--- src/rtl/vlsu_pkg.sv ---
package vlsu_pkg;
  localparam int ADDR_W    = 16;
  localparam int DATA_W    = 64;
  localparam int VLEN_MAX  = 64;
  localparam int CMDLEN_W  = 8;
  localparam int N_BANKS   = 16;
  localparam int BANK_BUSY = 4;
  localparam int MEM_LAT   = 12;

  typedef enum logic [1:0] {
    ST_IDLE  = 2'd0,
    ST_LOAD  = 2'd1,
    ST_STORE = 2'd2
  } xfer_state_e;
endpackage

--- src/rtl/vlsu_agen.sv ---
module vlsu_agen #(
  parameter int AW   = 16,
  parameter int LW   = 7,
  parameter int NB   = 16,
  parameter int BUSY = 4
) (
  input  logic          clk,
  input  logic          rst_n,
  input  logic          start_i,
  input  logic [AW-1:0] base_i,
  input  logic [AW-1:0] stride_i,
  input  logic [LW-1:0] len_i,
  input  logic          run_i,
  output logic          issue_o,
  output logic          last_o,
  output logic [AW-1:0] addr_o,
  output logic [LW-2:0] idx_o
);
  localparam int BW = $clog2(NB);
  localparam int CW = $clog2(BUSY + 1);
  localparam logic [CW-1:0] RELOAD = CW'(BUSY - 1);

  logic [AW-1:0] addr_q, addr_d, stride_q;
  logic [LW-1:0] cnt_q, cnt_d, len_q;
  logic          step_en, cfg_en;
  logic [BW-1:0] bank_sel;
  logic [NB-1:0] bank_idle;

  // Issue decision: active, elements left, target bank free
  always_comb begin
    bank_sel = addr_q[BW-1:0];
    issue_o  = run_i && (cnt_q != len_q) && bank_idle[bank_sel];
    last_o   = issue_o && (cnt_q == len_q - 1'b1);
    addr_o   = addr_q;
    idx_o    = cnt_q[LW-2:0];
  end

  // Next-state for the element walker
  always_comb begin
    cfg_en  = start_i;
    step_en = start_i || issue_o;
    addr_d  = start_i ? base_i : addr_q + stride_q;
    cnt_d   = start_i ? '0 : cnt_q + 1'b1;
  end

  always_ff @(posedge clk or negedge rst_n) begin
    if (!rst_n) begin
      addr_q   <= '0;
      cnt_q    <= '0;
      len_q    <= '0;
      stride_q <= '0;
    end else begin
      if (step_en) begin
        addr_q <= addr_d;
        cnt_q  <= cnt_d;
      end
      if (cfg_en) begin
        len_q    <= len_i;
        stride_q <= stride_i;
      end
    end
  end

  // One occupancy timer per bank
  for (genvar b = 0; b < NB; b++) begin : g_bank
    localparam logic [BW-1:0] BID = BW'(b);
    logic [CW-1:0] busy_q, busy_d;
    always_comb begin
      if (issue_o && bank_sel == BID) busy_d = RELOAD;
      else if (busy_q != '0)          busy_d = busy_q - 1'b1;
      else                            busy_d = busy_q;
    end
    always_ff @(posedge clk or negedge rst_n) begin
      if (!rst_n) busy_q <= '0;
      else        busy_q <= busy_d;
    end
    assign bank_idle[b] = (busy_q == '0);
  end

  p_stride_step_r2: assert property (@(posedge clk) disable iff (!rst_n)
    (issue_o && $past(issue_o)) |-> (addr_o == $past(addr_o) + stride_q))
    else $error("address did not advance by stride");

  p_cnt_bound_r3: assert property (@(posedge clk) disable iff (!rst_n)
    cnt_q <= len_q)
    else $error("issue count exceeded length");

  if (BUSY > 1) begin : g_gap_chk
    p_bank_gap_r7: assert property (@(posedge clk) disable iff (!rst_n)
      issue_o |=> !(issue_o && bank_sel == $past(bank_sel)))
      else $error("bank reissued while occupied");
  end
endmodule

--- src/rtl/vlsu_latpipe.sv ---
module vlsu_latpipe #(
  parameter int DEPTH = 12,
  parameter int IW    = 6
) (
  input  logic          clk,
  input  logic          rst_n,
  input  logic          in_valid,
  input  logic          in_last,
  input  logic [IW-1:0] in_idx,
  output logic          out_valid,
  output logic          out_last,
  output logic [IW-1:0] out_idx
);
  logic [DEPTH-1:0] v_q;
  logic [DEPTH-1:0] l_q;
  logic [IW-1:0]    i_q [DEPTH];

  for (genvar s = 0; s < DEPTH; s++) begin : g_stage
    logic          v_in, l_in, en;
    logic [IW-1:0] i_in;
    if (s == 0) begin : g_head
      always_comb begin
        v_in = in_valid;
        l_in = in_last;
        i_in = in_idx;
      end
    end else begin : g_body
      always_comb begin
        v_in = v_q[s-1];
        l_in = l_q[s-1];
        i_in = i_q[s-1];
      end
    end
    assign en = v_in;
    always_ff @(posedge clk or negedge rst_n) begin
      if (!rst_n) v_q[s] <= 1'b0;
      else        v_q[s] <= v_in;
    end
    always_ff @(posedge clk) begin
      if (en) begin
        l_q[s] <= l_in;
        i_q[s] <= i_in;
      end
    end
  end

  always_comb begin
    out_valid = v_q[DEPTH-1];
    out_last  = v_q[DEPTH-1] && l_q[DEPTH-1];
    out_idx   = i_q[DEPTH-1];
  end
endmodule

--- src/rtl/vlsu_stride.sv ---
module vlsu_stride
  import vlsu_pkg::*;
#(
  parameter int AW   = ADDR_W,
  parameter int DW   = DATA_W,
  parameter int VLEN = VLEN_MAX,
  parameter int CLW  = CMDLEN_W,
  parameter int NB   = N_BANKS,
  parameter int BUSY = BANK_BUSY,
  parameter int LAT  = MEM_LAT,
  localparam int IW  = $clog2(VLEN),
  localparam int LW  = IW + 1
) (
  input  logic           clk,
  input  logic           rst_n,
  input  logic           cmd_valid,
  input  logic           cmd_store,
  input  logic [AW-1:0]  cmd_base,
  input  logic [AW-1:0]  cmd_stride,
  input  logic [CLW-1:0] cmd_len,
  output logic           cmd_ready,
  output logic           done,
  output logic           mem_req,
  output logic           mem_we,
  output logic [AW-1:0]  mem_addr,
  output logic [DW-1:0]  mem_wdata,
  input  logic [DW-1:0]  mem_rdata,
  output logic           vr_we,
  output logic [IW-1:0]  vr_widx,
  output logic [DW-1:0]  vr_wdata,
  output logic [IW-1:0]  vr_ridx,
  input  logic [DW-1:0]  vr_rdata
);
  // Reset: asserted asynchronously, released on a clock edge
  logic [1:0] rst_sync_q;
  logic       rst_s_n;
  always_ff @(posedge clk or negedge rst_n) begin
    if (!rst_n) rst_sync_q <= 2'b00;
    else        rst_sync_q <= {rst_sync_q[0], 1'b1};
  end
  assign rst_s_n = rst_sync_q[1];

  xfer_state_e   state_q, state_d;
  logic          done_q, done_d;
  logic          accept, start, run;
  logic [LW-1:0] len_c;
  logic          iss, iss_last;
  logic [IW-1:0] iss_idx;
  logic          wb_valid, wb_last;
  logic [IW-1:0] wb_idx;

  always_comb begin
    accept = cmd_valid && (state_q == ST_IDLE);
    len_c  = (cmd_len > CLW'(VLEN)) ? LW'(VLEN) : cmd_len[LW-1:0];
    start  = accept && (len_c != '0);
    run    = (state_q == ST_LOAD) || (state_q == ST_STORE);
  end

  vlsu_agen #(.AW(AW), .LW(LW), .NB(NB), .BUSY(BUSY)) u_agen (
    .clk      (clk),
    .rst_n    (rst_s_n),
    .start_i  (start),
    .base_i   (cmd_base),
    .stride_i (cmd_stride),
    .len_i    (len_c),
    .run_i    (run),
    .issue_o  (iss),
    .last_o   (iss_last),
    .addr_o   (mem_addr),
    .idx_o    (iss_idx)
  );

  vlsu_latpipe #(.DEPTH(LAT), .IW(IW)) u_pipe (
    .clk       (clk),
    .rst_n     (rst_s_n),
    .in_valid  (iss && (state_q == ST_LOAD)),
    .in_last   (iss_last),
    .in_idx    (iss_idx),
    .out_valid (wb_valid),
    .out_last  (wb_last),
    .out_idx   (wb_idx)
  );

  // Transfer sequencing
  always_comb begin
    state_d = state_q;
    done_d  = 1'b0;
    unique case (state_q)
      ST_IDLE: if (accept) begin
        if (len_c == '0) done_d  = 1'b1;
        else             state_d = cmd_store ? ST_STORE : ST_LOAD;
      end
      ST_STORE: if (iss_last) begin
        state_d = ST_IDLE;
        done_d  = 1'b1;
      end
      ST_LOAD: if (wb_last) begin
        state_d = ST_IDLE;
        done_d  = 1'b1;
      end
      default: state_d = ST_IDLE;
    endcase
  end

  always_ff @(posedge clk or negedge rst_s_n) begin
    if (!rst_s_n) begin
      state_q <= ST_IDLE;
      done_q  <= 1'b0;
    end else begin
      state_q <= state_d;
      done_q  <= done_d;
    end
  end

  always_comb begin
    cmd_ready = (state_q == ST_IDLE);
    done      = done_q;
    mem_req   = iss;
    mem_we    = (state_q == ST_STORE);
    mem_wdata = vr_rdata;
    vr_ridx   = iss_idx;
    vr_we     = wb_valid;
    vr_widx   = wb_idx;
    vr_wdata  = mem_rdata;
  end

  p_done_pulse_r9: assert property (@(posedge clk) disable iff (!rst_s_n)
    done |=> !done)
    else $error("done held longer than one cycle");

  p_ready_at_done_r1: assert property (@(posedge clk) disable iff (!rst_s_n)
    done |-> cmd_ready)
    else $error("done while not idle");

  p_wb_busy_r5: assert property (@(posedge clk) disable iff (!rst_s_n)
    vr_we |-> !cmd_ready)
    else $error("register write while idle");

  p_len0_done_r4: assert property (@(posedge clk) disable iff (!rst_s_n)
    (cmd_valid && cmd_ready && cmd_len == '0) |=> (done && !mem_req))
    else $error("zero-length command did not complete at once");
endmodule

--- config.mk ---
export PLATFORM = sky130hd
export DESIGN_NAME = vlsu_stride
export DESIGN_NICKNAME = d
export VERILOG_FILES = /design/src/rtl/vlsu_pkg.sv /design/src/rtl/vlsu_agen.sv /design/src/rtl/vlsu_latpipe.sv /design/src/rtl/vlsu_stride.sv
export SDC_FILE = /design/constraint.sdc
export NUM_CORES = 1
export LEC_CHECK = 0
export ABC_AREA = 1
export BUFFER_PORTS_ARGS = -buffer_cell sky130_fd_sc_hd__buf_2
export CAP_MARGIN = 20
export CELL_PAD_IN_SITES_DETAIL_PLACEMENT = 1
export CELL_PAD_IN_SITES_GLOBAL_PLACEMENT = 2
export CORE_ASPECT_RATIO = 0.9
export CORE_MARGIN = 2
export CORE_UTILIZATION = 32
export DETAILED_ROUTE_END_ITERATION = 16
export GPL_TIMING_DRIVEN = 0
export PLACE_DENSITY = 0.85
export SKIP_CTS_REPAIR_TIMING = 1
export SLEW_MARGIN = 20
export SYNTH_ARGS = -nofsm -noshare
export SYNTH_HDL_FRONTEND = slang
export SYNTH_SLANG_ARGS = --single-unit
--- constraint.sdc ---
create_clock -name clk -period 8.4 [get_ports clk]
set_input_delay 0.84 -clock clk [delete_from_list [all_inputs] [get_ports clk]]
set_output_delay 0.84 -clock clk [all_outputs]
set_load 0.05 [all_outputs]
==> metrics.md <==
| Metric | Value |
|---|---|
| Placer congestion estimate | `0.786` |
| Sequential fraction of the synthesis area | `52.0%` |
| CP Max Fanout | `10` |
| Std-Cell Rows | `61` |
| CORE AREA | `approximately 0.031 sq mm` |
| Num ports | `between 300 and 400` |
| ANT cells | `0` |
| Crit path depth | `13` |
| Buffers on Ports | `204` |
| Cell type with the largest total area after synthesis | `dfrtp_1` |
| Yosys reg bits | `195` |
| Gr ovfl total | `0` |
| DR WL/cell | `15.4 um` |
| Initial Util | `32.7%` |
| Critical path class | `reg2out` |
| NumNets Final | `between 1500 and 2000` |
| Setup Viol. Count Final | `0` |
| CTS tree | `built` |
| Mean Syn Cell Area | `9.39 sq um` |
| Clk pin slew, worst setup/hold paths | `80 ps` |
| Fmax | `0.286 GHz` |
| DR pass1 iterations | `4` |
| Worst Skew | `roughly 14 ps` |
| Vias in the first global route | `8107` |
| Critical path data required time | `7560 ps` |
| Slowest cell on crit path | `dfrtp_1` |
| CP Capture Type | `primary output` |
| Slew HR | `47.0%` |
| Die height | `173 um` |
| Reg-to-reg endpoint | `u_pipe.i_q[0][0]` |
| CTS Sinks | `195` |
| FF-to-FF setup slack | `5760 ps` |
| Netlist cell types | `36` |
| Critical Path End | `mem_req` |
| Area post-placement | `0.0118 sq mm` |
| Area growth from synthesis to layout | `22.0%` |
| Worst Path Buf+Inv | `4` |
| Post-Syn Nets | `1311` |
| Critical Path Most Common Cell | `nand2_1` |
| Yosys warnings | `0` |
| Synth Cell Area | `0.0102 sq mm` |
| Fraction of layout cells with a size suffix above 1 | `a little under a third` |
| Clock root buffer master | `clkbuf_16` |
| Largest net degree at the start of global routing | `45` |
| Global-route wire length before repair | `41900 um` |
| WP data arrival | `approximately 2700 ps` |
| Initial DRC Count | `290` |
| Final routed DRC violation total | `0` |
| Routed Antenna Nets | `0` |
| Pleak | `6.40 nW` |
| Die footprint | `~0.033 sq mm` |
| Top cell type's share of synthesized area | `27.2%` |
| Design area | `0.0124 sq mm` |
| Max Cap Viol | `0` |
| Initial antenna violation count | `0` |
| Outcome | `complete, no violations` |
| Fin Setup TNS | `0 ps` |
| Cell Chain, Critical Path | `inv_1 -> ha_1 -> ha_1 -> inv_1 -> nand2_1 -> nand2_1 -> nand2_1 -> nand2_1 -> nand2_1 -> nand3_2 -> nor2_8 -> buf_4 -> buf_2` |
| Critical Path Start Type | `register` |
| Synthesized netlist cell count | `1085` |
| R2R Path Start | `u_agen.g_bank[15].busy_q[0]` |
| GRT Util Overall | `16.2%` |
| CP delay by family, top | `simple AND/OR/NAND/NOR gates` |
| Unrepaired setup endpoints after global routing | `false` |
| Power per cell area | `between 300 and 400 mW/mm^2` |
| Num CTS Buffers | `17` |
| Die X | `around 190 um` |
| CP max stage delay | `400 ps` |
| CTS Buffer Depth | `2` |
| Vias per cell | `4.46` |
| Fin crit share | `41.6%` |
| Clock Latency Late Sink | `440 ps` |
| HP Class | `in2async` |
| WL final | `26700 um` |
| Hpwl dp | `roughly 21000 um` |
| H-tree Lvls | `4` |
| DR vias | `between 7000 and 8000` |
| Slew Limit Fails | `0` |
| Min Tclk post-route | `3490 ps` |
| VDD IR max | `0.174 mV` |
| Hold Vio Cnt, Final | `0` |
| Worst r2r path cells | `13` |
| Worst Tran Pin Value | `792 ps` |
| Synth area leaders | `dfrtp_1 27%, edfxtp_1 25%, nand2_1 12%` |
| CP startpoint | `u_agen.g_bank[5].busy_q[0]` |
-- layout make-up --
cell class	instances	area [sq um]
buffer	147	1110
clock buffer	17	425
clock inverter	15	224
fill	3687	18700
inverter	124	465
multi-input combinational	619	3320
sequential	195	5300
tap	409	512
timing repair buffer	206	1080
-- metal layers --
metal | global-route usage [%] | up-vias | wire (um)
met5 | 0 | - | 0
met4 | 2.96 | 0 | 155
met3 | 3.08 | 10 | 1430
met2 | 31.2 | 200 | 14200
met1 | 18.4 | 3738 | 10900
li1 | - | 3782 | -
-- logic make-up after synthesis --
group | after synthesis | share of synthesized area [%]
AOI/OAI and AO/OA | 86 | 4.47
xor gates and xnor gates | 26 | 2.23
adders and majority gates | 54 | 6.70
buffers and inverters | 271 | 15.5
DFF | 195 | 52.0
other | 1 | 0.0368
and+or+nand+nor | 452 | 19.1
-- cell usage in the layout, fill, tap and decap left out, types with 5 or more instances in the layout --
cell type    n
edfxtp_1    84
nor2_1      49
xor2_1      22
clkbuf_16   17
ha_1        53
o21ai_1      8
inv_2        7
buf_4      138
nor2_2       5
nand3_1     44
buf_2      206
o21ai_0     43
nand2_2      6
dfrtp_1    110
buf_6        5
nand4_1     10
inv_1      117
clkinv_8     5
a31oi_1     12
inv_8        5
nand2_1    316
a21oi_1     19
-- sequential cells by signal, summed over array words and instances (netlist names) --
| signal | count |
|---|---|
| done | 1 |
| rst_sync_q | 2 |
| u_pipe.i_q | 72 |
| u_pipe.g_stage.l_in | 11 |
| u_pipe.g_stage.en | 11 |
| u_agen.addr_o | 16 |
| u_pipe.l_q | 1 |
| u_agen.len_q | 7 |
| u_agen.stride_q | 16 |
| u_agen.cnt_q | 7 |
| state_q | 2 |
| u_pipe.out_valid | 1 |
| u_agen.g_bank.busy_q | 48 |
-- worst register-to-register path, cell delays in order, from the launching register on --
cell and delay (ps):
dfrtp_1 390, inv_1 60, ha_1 150, ha_1 180, inv_1 100, nand2_1 90
nand2_1 70, nand2_1 50, nand2_1 70, nand2_2 90, nand2_1 70, nor2_2 160
nand2_4 150, nor2_1 640
-- synth_stat cells --
cell and instances:
edfxtp_1 84, nor2_8 2, o21ai_0 43, nand2_2 6, fa_1 1, inv_2 7
nand4_1 10, buf_6 5, nor4_1 1, nor2_2 5, nor2_1 49, nand2_1 316
nand2_4 1, nand3_1 44, xor2_1 22, nand3b_1 4, o21ai_1 8, a31oi_1 12
nor3_1 4, dfrtp_1 111, nor3_4 3, a21boi_1 1, ha_1 53, nand3_2 1
nand3_4 2, a21oi_1 19, xnor2_1 4, o211ai_1 1, and2_1 1, conb_1 1
buf_4 138, clkbuf_1 2, inv_1 117, or2_2 3, o21bai_1 2, buf_2 2
-- how the worst min path moves through the flow --
stage	from	end	slack (ps)	depth (start not counted)
final	rst_n	rst_sync_q[1]	160	1
after global routing	rst_n	rst_sync_q[1]	150	1
after CTS	rst_n	rst_sync_q[1]	150	1
after detailed placement	rst_sync_q[1]	u_agen.stride_q[4]	300	0
after global placement	rst_sync_q[0]	rst_sync_q[1]	340	0
after floorplan	rst_sync_q[0]	rst_sync_q[1]	330	0
-- stage by stage --
step	power [mW]	worst slack, ps	cells	hold WS, ps	util, %
CTS	4.79	4850	1732	147	39.9
finish	4.72	4910	1732	164	39.9
global route	5.14	4680	1732	148	39.9
global placement	3.79	3230	1698	338	37.7
floorplan	3.27	5080	1085	331	-
detailed placement	3.89	5340	1700	296	37.8
-- where the power goes --
group | internal [mW] | switching [mW]
Sequential | 1.33 | 0.220
Clock | 0.464 | 0.416
Combinational | 0.773 | 1.52
No activity file was read; power rests on OpenSTA's default activity.
